[src/rtl/chain_enum_pkg.sv]
package chain_enum_pkg;
  typedef enum logic [1:0] {
    ST_WAIT = 2'd0,
    ST_HOLD = 2'd1,
    ST_DONE = 2'd2,
    ST_FAIL = 2'd3
  } enum_state_e;
endpackage

[src/rtl/chain_sync.sv]
module chain_sync #(
  parameter int unsigned DEPTH = 2
) (
  input  logic clk_i,
  input  logic rst_ni,
  input  logic d_i,
  output logic q_o
);
  logic [DEPTH-1:0] sh_q;

  generate
    for (genvar g = 0; g < DEPTH; g++) begin : g_stage
      if (g == 0) begin : g_first
        always_ff @(posedge clk_i or negedge rst_ni)
          if (!rst_ni) sh_q[0] <= 1'b0;
          else         sh_q[0] <= d_i;
      end else begin : g_next
        always_ff @(posedge clk_i or negedge rst_ni)
          if (!rst_ni) sh_q[g] <= 1'b0;
          else         sh_q[g] <= sh_q[g-1];
      end
    end
  endgenerate

  assign q_o = sh_q[DEPTH-1];
endmodule

[src/rtl/elapsed_timer.sv]
module elapsed_timer #(
  parameter int unsigned CNT_W = 8
) (
  input  logic             clk_i,
  input  logic             rst_ni,
  input  logic             en_i,
  output logic [CNT_W-1:0] cnt_o
);
  logic [CNT_W-1:0] cnt_q;

  always_ff @(posedge clk_i or negedge rst_ni)
    if (!rst_ni)   cnt_q <= '0;
    else if (en_i) cnt_q <= cnt_q + 1'b1;

  assign cnt_o = cnt_q;
endmodule

[src/rtl/id_round.sv]
module id_round #(
  parameter int unsigned CNT_W        = 8,
  parameter int unsigned ID_W         = 4,
  parameter int unsigned STAGE_CYCLES = 16
) (
  input  logic [CNT_W-1:0] cnt_i,
  output logic [ID_W-1:0]  id_o
);
  localparam int unsigned HALF   = STAGE_CYCLES / 2;
  localparam int unsigned ID_MAX = (1 << ID_W) - 1;

  logic [31:0] sum_w;
  logic [31:0] quo_w;

  assign sum_w = 32'(cnt_i) + HALF;
  assign quo_w = sum_w / STAGE_CYCLES;
  assign id_o  = (quo_w > ID_MAX) ? ID_W'(ID_MAX) : quo_w[ID_W-1:0];
endmodule

[src/rtl/chain_enum_node.sv]
module chain_enum_node #(
  parameter int unsigned ID_W           = 4,
  parameter int unsigned STAGE_CYCLES   = 16,
  parameter int unsigned TIMEOUT_CYCLES = 240
) (
  input  logic            clk_i,
  input  logic            rst_ni,
  input  logic            chain_i,
  output logic            chain_o,
  output logic [ID_W-1:0] id_o,
  output logic            id_valid_o,
  output logic            err_o
);
  import chain_enum_pkg::*;

  localparam int unsigned SYNC_DEPTH  = 2;
  localparam int unsigned CNT_W       = $clog2(TIMEOUT_CYCLES + 1);
  // input-to-output delay = SYNC_DEPTH + 1 (capture) + HOLD_CYCLES
  localparam int unsigned HOLD_CYCLES = STAGE_CYCLES - SYNC_DEPTH - 1;
  localparam int unsigned HOLD_W      = $clog2(HOLD_CYCLES + 1);

  enum_state_e       state_q;
  logic [HOLD_W-1:0] hold_q;
  logic [ID_W-1:0]   id_q;
  logic              seen_w;
  logic [CNT_W-1:0]  cnt_w;
  logic [ID_W-1:0]   id_rnd_w;

  chain_sync #(.DEPTH(SYNC_DEPTH)) u_sync (
    .clk_i (clk_i),
    .rst_ni(rst_ni),
    .d_i   (chain_i),
    .q_o   (seen_w)
  );

  elapsed_timer #(.CNT_W(CNT_W)) u_timer (
    .clk_i (clk_i),
    .rst_ni(rst_ni),
    .en_i  (state_q == ST_WAIT),
    .cnt_o (cnt_w)
  );

  id_round #(.CNT_W(CNT_W), .ID_W(ID_W), .STAGE_CYCLES(STAGE_CYCLES)) u_round (
    .cnt_i(cnt_w),
    .id_o (id_rnd_w)
  );

  always_ff @(posedge clk_i or negedge rst_ni) begin
    if (!rst_ni) begin
      state_q <= ST_WAIT;
      hold_q  <= '0;
      id_q    <= '0;
    end else begin
      unique case (state_q)
        ST_WAIT: begin
          if (seen_w) begin
            id_q    <= id_rnd_w;
            hold_q  <= '0;
            state_q <= ST_HOLD;
          end else if (cnt_w == CNT_W'(TIMEOUT_CYCLES)) begin
            state_q <= ST_FAIL;
          end
        end
        ST_HOLD: begin
          if (hold_q == HOLD_W'(HOLD_CYCLES - 1)) state_q <= ST_DONE;
          else                                    hold_q  <= hold_q + 1'b1;
        end
        default: state_q <= state_q;
      endcase
    end
  end

  assign chain_o    = (state_q == ST_DONE);
  assign id_valid_o = (state_q == ST_DONE);
  assign err_o      = (state_q == ST_FAIL);
  assign id_o       = id_q;
endmodule

[config.mk]
export PLATFORM = sky130hd
export DESIGN_NAME = chain_enum_node
export DESIGN_NICKNAME = d
export VERILOG_FILES = /design/src/rtl/chain_enum_pkg.sv /design/src/rtl/chain_sync.sv /design/src/rtl/elapsed_timer.sv /design/src/rtl/id_round.sv /design/src/rtl/chain_enum_node.sv
export SDC_FILE = /design/constraint.sdc
export NUM_CORES = 1
export LEC_CHECK = 0
export BUFFER_PORTS_ARGS = -buffer_cell sky130_fd_sc_hd__buf_2
export CORE_MARGIN = 2
export CORE_UTILIZATION = 40
export DETAILED_ROUTE_END_ITERATION = 6
export PLACE_DENSITY = 0.65
export SLEW_MARGIN = 40
export SYNTH_ARGS = -nofsm -noshare
export SYNTH_HDL_FRONTEND = slang
export SYNTH_SLANG_ARGS = --single-unit
[constraint.sdc]
create_clock -name clk_i -period 2.7 [get_ports clk_i]
set_input_delay 0.27 -clock clk_i [delete_from_list [all_inputs] [get_ports clk_i]]
set_output_delay 0.27 -clock clk_i [all_outputs]
set_load 0.05 [all_outputs]
==> results of run 1 <==
[where the power goes]
part / leakage, nW / switching (mW) / internal (mW)
Combinational: 0.252 / 0.388 / 0.211
Clock: 0.0138 / 0.0848 / 0.0518
Sequential: 0.241 / 0.161 / 0.400
Total: 0.507 / 0.634 / 0.663
[layout by cell type (no fill, tap or decap), types with 2 or more instances in the layout]
cell type | synthesis | layout
buf_2 | 0 | 9
clkbuf_4 | 0 | 3
o21ai_0 | 2 | 2
a22o_1 | 2 | 2
inv_1 | 4 | 4
and3_1 | 2 | 2
nor2b_1 | 2 | 2
nand2_1 | 7 | 7
a21oi_1 | 4 | 4
xnor2_1 | 7 | 7
nand3_1 | 8 | 8
xor2_1 | 2 | 2
dfrtp_1 | 20 | 20
nor2_1 | 4 | 4
a31oi_1 | 6 | 6
and2_1 | 3 | 3
ha_1 | 5 | 5
[critical path: stages, from the launching register on]
cell and delay, ps:
dfrtp_1 740, and2_1 210, buf_2 250
[per-stage QoR]
stage	util, %	hold slack (ps)	area (um2)	cells
5_1_grt	45.55	66.92	1139	136
3_3_place_gp	44.24	239.4	1106	132
6_report	45.55	83.99	1139	136
3_5_place_dp	44.24	241.6	1106	132
4_1_cts	45.55	70.13	1139	136
2_1_floorplan	-	-25.59	1057	98
[per-layer routing]
layer | wire length (um) | track usage [%]
met1 | 872 | 17.38
met2 | 738 | 16.50
met3 | 51 | 2.810
met4 | 15 | 4.181
met5 | 0 | 0
[flip-flops by register name, summed over array words and instances, names as in the netlist]
signal	count
u_sync.q_o	1
id_o	4
hold_q	4
state_q	2
u_timer.cnt_o	8
u_sync.sh_q	1
[logic make-up (layout without fill, tap and decap cells)]
logic type | Yosys count | count (layout) | synth area share [%]
AOI/OAI and AO/OA | 20 | 20 | 13.02
xor gates and xnor gates | 9 | 9 | 7.456
muxes | 1 | 1 | 1.065
buffers and inverters | 9 | 17 | 4.615
and+or+nand+nor | 34 | 34 | 20.59
DFF | 20 | 20 | 47.34
adders and majority gates | 5 | 5 | 5.917
[final cells by class]
cell class | count | area [um2]
fill | 234 | 1361
multi-input combinational | 69 | 508.0
sequential | 20 | 500.5
timing repair buffer | 10 | 55.05
tap | 30 | 37.54
clock buffer | 3 | 22.52
inverter | 4 | 15.01
[final timing paths]
path	endpoint	slack [ps]	cells after the start
max	err_o	940	2
min	u_sync.sh_q[0]	80	1
max reg2reg	hold_q[1]	1230	5
min reg2reg	u_sync.q_o	360	0
max in group asynchronous	u_timer.cnt_o[0]	1960	2
min in group asynchronous	id_o[2]	430	2
[repair_timing]
item / in CTS / in global routing
hold buffers: 1 / 0
gates resized for setup: 0 / 0
hold endpoints to repair: 20 / 0
==> metrics.md, run 1 <==
| Metric | Value |
|---|---|
| Status | `finished clean` |
| Worst setup SP type | `register` |
| Initial Util | `42.29%` |
| Ys Warns | `0` |
| First-pass GRT wire length | `2849 um` |
| Worst slew pin tran | `601.5 ps` |
| HP Start | `chain_i` |
| CP max FO | `16` |
| Final Hold Viols | `0` |
| Arr. time, crit path | `1490 ps` |
| Mapped Nets | `106` |
| Worst setup EP type | `primary output` |
| Clock Sinks | `20` |
| Avg Cell Area, Syn | `10.79 um2` |
| Row count | `18` |
| Clk_lat worst skew | `290 ps` |
| CTS max path bufs | `2` |
| Num CTS Buffers | `3` |
| Final setup viols | `0` |
| Total negative slack | `0 ps` |
| Die Wd | `55.41 um` |
| Post-synth EDFFs | `0` |
| GP Congestion | `0.7492` |
| Mean routed wirelength per cell | `12.34 um` |
| Iteration-0 DRC count of the detailed router | `19` |
| Final Routed Wirelength | `1678 um` |
| Max rail drop VDD | `0.5913 mV` |
| Cell with the most instances after synthesis | `dfrtp_1` |
| Synth area leader | `dfrtp_1` |
| FF-to-FF Start | `hold_q[0]` |
| Synth Cell Area | `1057 um2` |
| H-tree levels | `1` |
| Fmax | `569.5 MHz` |
| LEAKAGE | `0.5067 nW` |
| Post-route ant nets | `0` |
| Synth unique cells | `33` |
| Post-Place Worst Slack | `1221 ps` |
| Total Nets Final | `116` |
| Via density | `5.022` |
| I/O pins | `10` |
| HPWL after DPL | `1243 um` |
| Design Power | `1.296 mW` |
| Seq/Total Area, Yosys | `47.34%` |
| Unrepaired setup endpoints after global routing | `false` |
| HP Class | `in -> reg` |
| Pin count of the biggest net entering global routing | `21` |
| Diodes inserted | `0` |
| Final Skew | `8.953 ps` |
| Slew HR | `59.90%` |
| Initial antenna violation count | `0` |
| Synth Instances | `98` |
| Layout cell share with drive strength beyond 1 | `16.98%` |
| Asr flop ratio synth | `100.0%` |
| Post-CTS Setup Inserts | `0` |
| PwrDens | `1138 nW/um2` |
| I/O Buffers | `9` |
| Data required time at the worst endpoint | `2430 ps` |
| Pre-antenna DRT Iters | `4` |
| DIE AREA | `3070 um2` |
| Synth cell count leaders | `20 x dfrtp_1, 8 x nand3_1, 7 x nand2_1, 7 x xnor2_1, 6 x a31oi_1` |
| Critical path class | `reg -> out` |
| Die Span Y | `55.41 um` |
| Final setup margin | `943.9 ps` |
| Synthesis-to-layout area growth | `7.692%` |
| Share of the synthesized area in the top cell type | `47.34%` |
| Max-Cap Viols | `0` |
| #FFs+latches synth | `20` |
| Clk slew on worst S/H paths | `100 ps` |
| Overflow after GRT | `0` |
| Fin crit share | `65.04%` |
| DR vias | `683` |
| CTS tree | `built` |
| Top post-synthesis cells by area | `dfrtp_1 47%, ha_1 5.9%, xnor2_1 5.8%` |
| Final Max Slew Viols | `0` |
| GRT Resource Usage Total | `11.73%` |
| DRC errors left | `0` |
| CTS root buf | `clkbuf_4` |
| Most used flip-flop cell after synthesis | `dfrtp_1` |
| CP Launch Point | `state_q[0]` |
| Core Box Area | `2500 um2` |
| Crit path time final | `1756 ps` |
| Vias in the first global route | `601` |
Note: power is estimated with default switching activity, not from simulation.
==> inputs of run 2 (changes only) <==
==> constraint.sdc (replaced) <==
create_clock -name clk_i -period 1.8 [get_ports clk_i]
set_input_delay 0.18 -clock clk_i [delete_from_list [all_inputs] [get_ports clk_i]]
set_output_delay 0.18 -clock clk_i [all_outputs]
set_load 0.05 [all_outputs]
==> run 2 against run 1 <==
Final cell count increased by 1.5%. Count of clock-buffer cells in the layout unchanged. Flip-flop and latch count unchanged. Setup slack got worse by 790 ps. Sequential share of layout area decreased by 0.70 points. Power increased by 53%. Highest routed layer unchanged.
==> metrics.md, run 2 (synthesis results as in run 1) <==
| Metric | Value |
|---|---|
| Multi-input logic area | `510.5 um2 (+0.49%)` |
| Iteration-0 DRC count of the detailed router | `24 (+5)` |
| HPWL after DPL | `1281 um (+3.1%)` |
| Unrepaired setup endpoints after global routing | `false` |
| Initial antenna violation count | `0 (unchanged)` |
| Synthesis-to-layout area growth | `9.704%` |
| Initial Util | `42.29% (unchanged)` |
| DIE AREA | `3070 um2 (unchanged)` |
| Reg-to-reg slack, setup | `330 ps (-900 ps)` |
| Post-Place Worst Slack | `350.4 ps (-870.2 ps)` |
| CP Launch Point | `state_q[1]` |
| FF-to-FF Start | `hold_q[0]` |
| WP buf/inv | `1 (unchanged)` |
| Final Skew | `2.265 ps (-6.687 ps)` |
| Final setup viols | `0 (unchanged)` |
| HP Class | `in -> async` |
| Number of flip-flops in the largest register | `8 (unchanged)` |
| Fin crit share | `91.21%` |
| Vias in the first global route | `670 (+11%)` |
| Die Wd | `55.41 um (unchanged)` |
| Met2 WL | `772 um (+4.6%)` |
| Filler instances | `236 (+0.85%)` |
| Worst slew pin tran | `471.4 ps (-130.0 ps)` |
| Most common cell after layout, fill and taps aside | `dfrtp_1` |
| Clock Sinks | `20 (unchanged)` |
| Layout cell share with drive strength beyond 1 | `19.44% (+2.5 points)` |
| Final Max Slew Viols | `0 (unchanged)` |
| DR vias | `720 (+5.4%)` |
| PwrDens | `1707 nW/um2 (+50%)` |
| Most frequent cells in the layout | `19 x dfrtp_1, 9 x buf_2, 8 x nand3_1` |
| Diodes inserted | `0 (unchanged)` |
| Max-Cap Viols | `0 (unchanged)` |
| Post-CTS Setup Inserts | `0 (unchanged)` |
| GP Congestion | `0.7631 (+1.9%)` |
| CP delay by family, top | `flip-flops` |
| Slew HR | `68.57% (+8.7 points)` |
| Placed insts | `133 (+0.76%)` |
| Arr. time, crit path | `1460 ps (-30 ps)` |
| M1 wire length | `853 um (-2.2%)` |
| Clk slew on worst S/H paths | `100 ps (about the same)` |
| Clk_lat worst skew | `290 ps (about the same)` |
| Post-route ant nets | `0 (unchanged)` |
| Layout Cells excl Fill | `138 (+1.5%)` |
| GRT Resource Usage Total | `11.77% (+0.035 points)` |
| LEAKAGE | `0.5165 nW (+1.9%)` |
| Fmax | `609.1 MHz` |
| Status | `finished clean` |
| Max Used Layer | `met4` |
| Max rail drop VDD | `0.9173 mV (+55%)` |
| DR WL met3 | `64 um (+25%)` |
| Data required time at the worst endpoint | `1620 ps (-810 ps)` |
| Die Span Y | `55.41 um (unchanged)` |
| Total Nets Final | `118 (+1.7%)` |
| Final setup margin | `158.2 ps (-785.8 ps)` |
| DRC errors left | `0 (unchanged)` |
| Num CTS Buffers | `3 (unchanged)` |
| Pre-antenna DRT Iters | `6 (+2)` |
| Pin count of the biggest net entering global routing | `21 (unchanged)` |
| CTS root buf | `clkbuf_4` |
| H-tree levels | `1 (unchanged)` |
| Worst setup SP type | `register` |
| Final Hold Viols | `0 (unchanged)` |
| CP max FO | `11 (-5)` |
| CP max-delay cell | `dfrtp_1` |
| I/O pins | `10 (unchanged)` |
| CTS tree | `built` |
| Total negative slack | `0 ps (unchanged)` |
| Mean routed wirelength per cell | `12.32 um (-0.16%)` |
| I/O Buffers | `9 (unchanged)` |
| Overflow after GRT | `0 (unchanged)` |
| Critical path class | `reg -> out` |
| CP Cell Sequence | `nor2b_2 -> buf_2` |
| Worst setup EP type | `primary output` |
| Crit path time final | `1642 ps` |
| Register area | `501.7 um2 (+0.25%)` |
| Slowest stage delay, CP | `650 ps (-90 ps)` |
| First-pass GRT wire length | `2870 um (+0.74%)` |
| Final Routed Wirelength | `1700 um (+1.3%)` |
| CTS max path bufs | `2 (unchanged)` |
| Via density | `5.217 (+3.9%)` |
| Core Box Area | `2500 um2 (unchanged)` |
| Row count | `18 (unchanged)` |
run 2: cell count changes in the layout (fill, tap and decap cells not counted), sizes merged:
cell,previous run,this run
dlygate4sd3,1,2
buf,9,10
run 2: path summary, 6_finish.rpt:
kind	endpoint	depth (start not counted)
max	chain_o	2
max in group asynchronous	state_q[0]	2
min reg2reg	u_sync.q_o	0
min	u_timer.cnt_o[1]	2
max reg2reg	hold_q[1]	5
min in group clk_i	u_sync.q_o	0
run 2: final cells by class:
| class | count | share of cell area [%] |
|---|---|---|
| Tap cell | 30 | 3.236 |
| Clock buffer | 3 | 1.942 |
| Timing Repair Buffer | 12 | 6.257 |
| Multi-Input combinational cell | 69 | 44.01 |
| Inverter | 4 | 1.295 |
| Sequential cell | 20 | 43.26 |
run 2: layer usage:
| metal | up-vias | track usage (%) |
|---|---|---|
| li1 | 366 | - |
| met1 | 339 | 15.75 |
| met2 | 13 | 17.52 |
| met3 | 2 | 3.513 |
| met4 | 0 | 5.226 |
| met5 | - | 0 |
run 2: per-stage QoR:
step | power (mW) | hold WS [ps] | utilization, % | cell area, um2
global route | 2.114 | 371.8 | 46.40 | 1160
finish | 1.980 | 352.3 | 46.40 | 1160
CTS | 1.999 | 361.2 | 46.35 | 1159
floorplan | 1.618 | -115.6 | - | 1060
global placement | 1.758 | 152.4 | 44.64 | 1116
detailed placement | 1.785 | 155.5 | 44.64 | 1116
run 2: worst reg2reg max path: stages (launching register included):
cell and delay, ps:
dfrtp_1 420, inv_1 80, ha_1 230, and3_1 230
a22o_1 240, a22o_1 170
run 2: where the power goes:
group | switching, mW | total [mW] | internal, mW
combinational | 0.617 | 0.956 | 0.339
clock | 0.125 | 0.203 | 0.0778
sequential | 0.218 | 0.821 | 0.602
total | 0.961 | 1.98 | 1.02
run 2: what timing repair did:
| action | 4_1_cts | 5_1_grt |
|---|---|---|
| gates resized for setup | 0 | 1 |
| setup endpoints to repair | 0 | 1 |
| endpoints found under the hold margin | 21 | 0 |
| hold buffers | 2 | 0 |
==> inputs of run 3 (changes only) <==
--- a/config.mk
+++ b/config.mk
@@ -5,11 +5,11 @@
 export SDC_FILE = /design/constraint.sdc
 export NUM_CORES = 1
 export LEC_CHECK = 0
-export BUFFER_PORTS_ARGS = -buffer_cell sky130_fd_sc_hd__buf_2
 export CORE_MARGIN = 2
 export CORE_UTILIZATION = 40
 export DETAILED_ROUTE_END_ITERATION = 6
-export PLACE_DENSITY = 0.65
+export DONT_BUFFER_PORTS = 1
+export PLACE_DENSITY = 0.61
 export SLEW_MARGIN = 40
 export SYNTH_ARGS = -nofsm -noshare
 export SYNTH_HDL_FRONTEND = slang
==> run 3 against run 2 <==
Combinational power fell by 19%. Final cell count shrank 4.3%. Power grew 0.61%. Sequential power increased by 16%. Register-to-register slack about the same. Hold slack better by 7.8 ps. Global-route usage rose by 1.4 points. Sequential share of layout area increased by 0.65 points. Cell area fell by 1.7%. Non-clock buffer count decreased by 7. Clock power grew 29%. First-iteration DRC count is 33% lower. Critical endpoint unchanged. Largest power group is now registers. Highest routed layer unchanged.
==> metrics.md, run 3 (synthesis results as in run 1) <==
| Metric | Value |
|---|---|
| Fmax | `598.8 MHz (-1.7%)` |
| DIE AREA | `3070 um2 (unchanged)` |
| Overflow after GRT | `0 (unchanged)` |
| Final Max Slew Viols | `0 (unchanged)` |
| Post-Place Worst Slack | `331.3 ps (-19.11 ps)` |
| CP max-delay cell | `dfrtp_1` |
| Slowest stage delay, CP | `650 ps (about the same)` |
| Final Skew | `6.343 ps (+4.078 ps)` |
| Switch share | `48.72% (+0.19 points)` |
| Arr. time, crit path | `1490 ps (+30 ps)` |
| Die Span Y | `55.41 um (unchanged)` |
| Initial antenna violation count | `0 (unchanged)` |
| Mean routed wirelength per cell | `13.72 um (+11%)` |
| Row count | `18 (unchanged)` |
| Most frequent cells in the layout | `20 x dfrtp_1, 8 x nand3_1, 7 x nand2_1, 7 x xnor2_1, 6 x a31oi_1` |
| CTS tree | `built` |
| Clk_lat worst skew | `300 ps (about the same)` |
| Core Box Area | `2500 um2 (unchanged)` |
| Total Nets Final | `111 (-5.9%)` |
| DRC errors left | `0 (unchanged)` |
| Final Routed Wirelength | `1811 um (+6.5%)` |
| H-tree levels | `1 (unchanged)` |
| Final Hold Viols | `0 (unchanged)` |
| Number of flip-flops in the largest register | `8 (unchanged)` |
| HP Class | `in -> async` |
| Pin count of the biggest net entering global routing | `21 (unchanged)` |
| Die Wd | `55.41 um (unchanged)` |
| Post-CTS Setup Inserts | `0 (unchanged)` |
| Crit path time final | `1670 ps (+28.11 ps)` |
| Critical path class | `reg -> out` |
| First-pass GRT wire length | `3187 um (+11%)` |
| Grt met2 use | `17.86% (+0.34 points)` |
| Most common cell after layout, fill and taps aside | `dfrtp_1` |
| Synthesis-to-layout area growth | `7.810%` |
| HPWL after DPL | `1265 um (-1.3%)` |
| CTS root buf | `clkbuf_4` |
| Reg-to-reg slack, setup | `330 ps (about the same)` |
| CP max FO | `11 (unchanged)` |
| Worst setup SP type | `register` |
| Worst slew pin tran | `507.7 ps (+36.29 ps)` |
| CP delay by family, top | `flip-flops` |
| Slew HR | `66.39% (-2.2 points)` |
| CTS resizes | `0 (unchanged)` |
| Data required time at the worst endpoint | `1620 ps (about the same)` |
| Comb pwr share | `38.9% (-9.4 points)` |
| Status | `finished clean` |
| Pint | `1.021 mW (+0.23%)` |
| GP Congestion | `0.7320 (-4.1%)` |
| Iteration-0 DRC count of the detailed router | `16 (-33%)` |
| Grt peak-use layer | `met1` |
| Num CTS Buffers | `3 (unchanged)` |
| Pre-antenna DRT Iters | `4 (-2)` |
| LEAKAGE | `0.4952 nW (-4.1%)` |
| Diodes inserted | `0 (unchanged)` |
| Design Power | `1.992 mW (+0.61%)` |
| Via density | `5.508 (+5.6%)` |
| WP buf/inv | `1 (unchanged)` |
| Fin crit share | `92.78% (+1.6 points)` |
| CTS max path bufs | `2 (unchanged)` |
| Unrepaired setup endpoints after global routing | `false` |
| Max-Cap Viols | `0 (unchanged)` |
| Worst setup EP type | `primary output` |
| I/O Buffers | `0 (-9)` |
| Final setup margin | `130.0 ps (-28.11 ps)` |
| GRT Resource Usage Total | `13.19% (+1.4 points)` |
| Clock power frac | `13.1% (+2.9 points)` |
| PwrDens | `1747 nW/um2 (+2.4%)` |
| Vias in the first global route | `681 (+1.6%)` |
| Total negative slack | `0 ps (unchanged)` |
| Clock Sinks | `20 (unchanged)` |
| Sequential Power Share | `47.9% (+6.4 points)` |
| Net Switching | `0.9703 mW (+1.0%)` |
| I/O pins | `10 (unchanged)` |
| CP Cell Sequence | `nor2b_2 -> buf_4` |
| DR vias | `727 (+0.97%)` |
| Layout cell share with drive strength beyond 1 | `13.73% (-5.7 points)` |
| Met3 Use GR | `5.855% (+2.3 points)` |
| Max rail drop VDD | `1.385 mV (+51%)` |
| Hold-fix buffers, CTS | `2 (unchanged)` |
| Final setup viols | `0 (unchanged)` |
| Post-route ant nets | `0 (unchanged)` |
| Global routing usage on met1 | `18.99% (+3.2 points)` |
| Clk slew on worst S/H paths | `110 ps (about the same)` |
| Initial Util | `42.29% (unchanged)` |
-- run 3: cell count changes in the layout (fill, tap and decap cells not counted), sizes merged --
cell,change
clkbuf,+1
buf,-7
-- run 3: worst paths after layout --
path	from	to	cells after the start
max	state_q[1]	chain_o	2
min reg2reg	u_sync.sh_q[0]	u_sync.q_o	0
max in group asynchronous	rst_ni	u_timer.cnt_o[2]	2
min in group clk_i	u_sync.sh_q[0]	u_sync.q_o	0
max reg2reg	hold_q[0]	hold_q[1]	5
min	rst_ni	u_timer.cnt_o[5]	2
-- run 3: power groups by stage --
stage / Clock [mW] / Combinational [mW] / Sequential (mW)
after floorplan: 0 / 0.778 / 0.839
after global placement: 0 / 0.749 / 0.954
after detailed placement: 0 / 0.761 / 0.964
after CTS: 0.273 / 0.776 / 0.954
after global routing: 0.296 / 0.865 / 0.986
final: 0.261 / 0.776 / 0.955
-- run 3: per-layer routing --
metal  vias up  part of all wire [%]
met1       353                    53
met4         0                  0.55
met2        15                    41
li1        357                     -
met5         -                     0
met3         2                   5.0
-- run 3: through the flow --
stage	utilization (%)	instances	hold WS [ps]	instance area [um2]
floorplan	-	98	-115.6	1060
global placement	43.14	125	-114.9	1079
detailed placement	43.14	125	-115.0	1079
CTS	45.40	131	366.7	1135
global route	45.60	132	380.9	1140
finish	45.60	132	360.1	1140
-- run 3: worst register-to-register path: stages (launching register included) --
cell and delay (ps):
dfrtp_1 430, inv_1 80, ha_1 230, and3_1 230
a22o_1 240, a22o_1 170
-- run 3: final cells by class --
class / instances / area [um2]
fill: 232 / 1360
multi-input combinational: 69 / 510.5
sequential: 20 / 500.5
timing repair buffer: 5 / 40.04
tap: 30 / 37.54
clock buffer: 4 / 36.28
inverter: 4 / 15.01
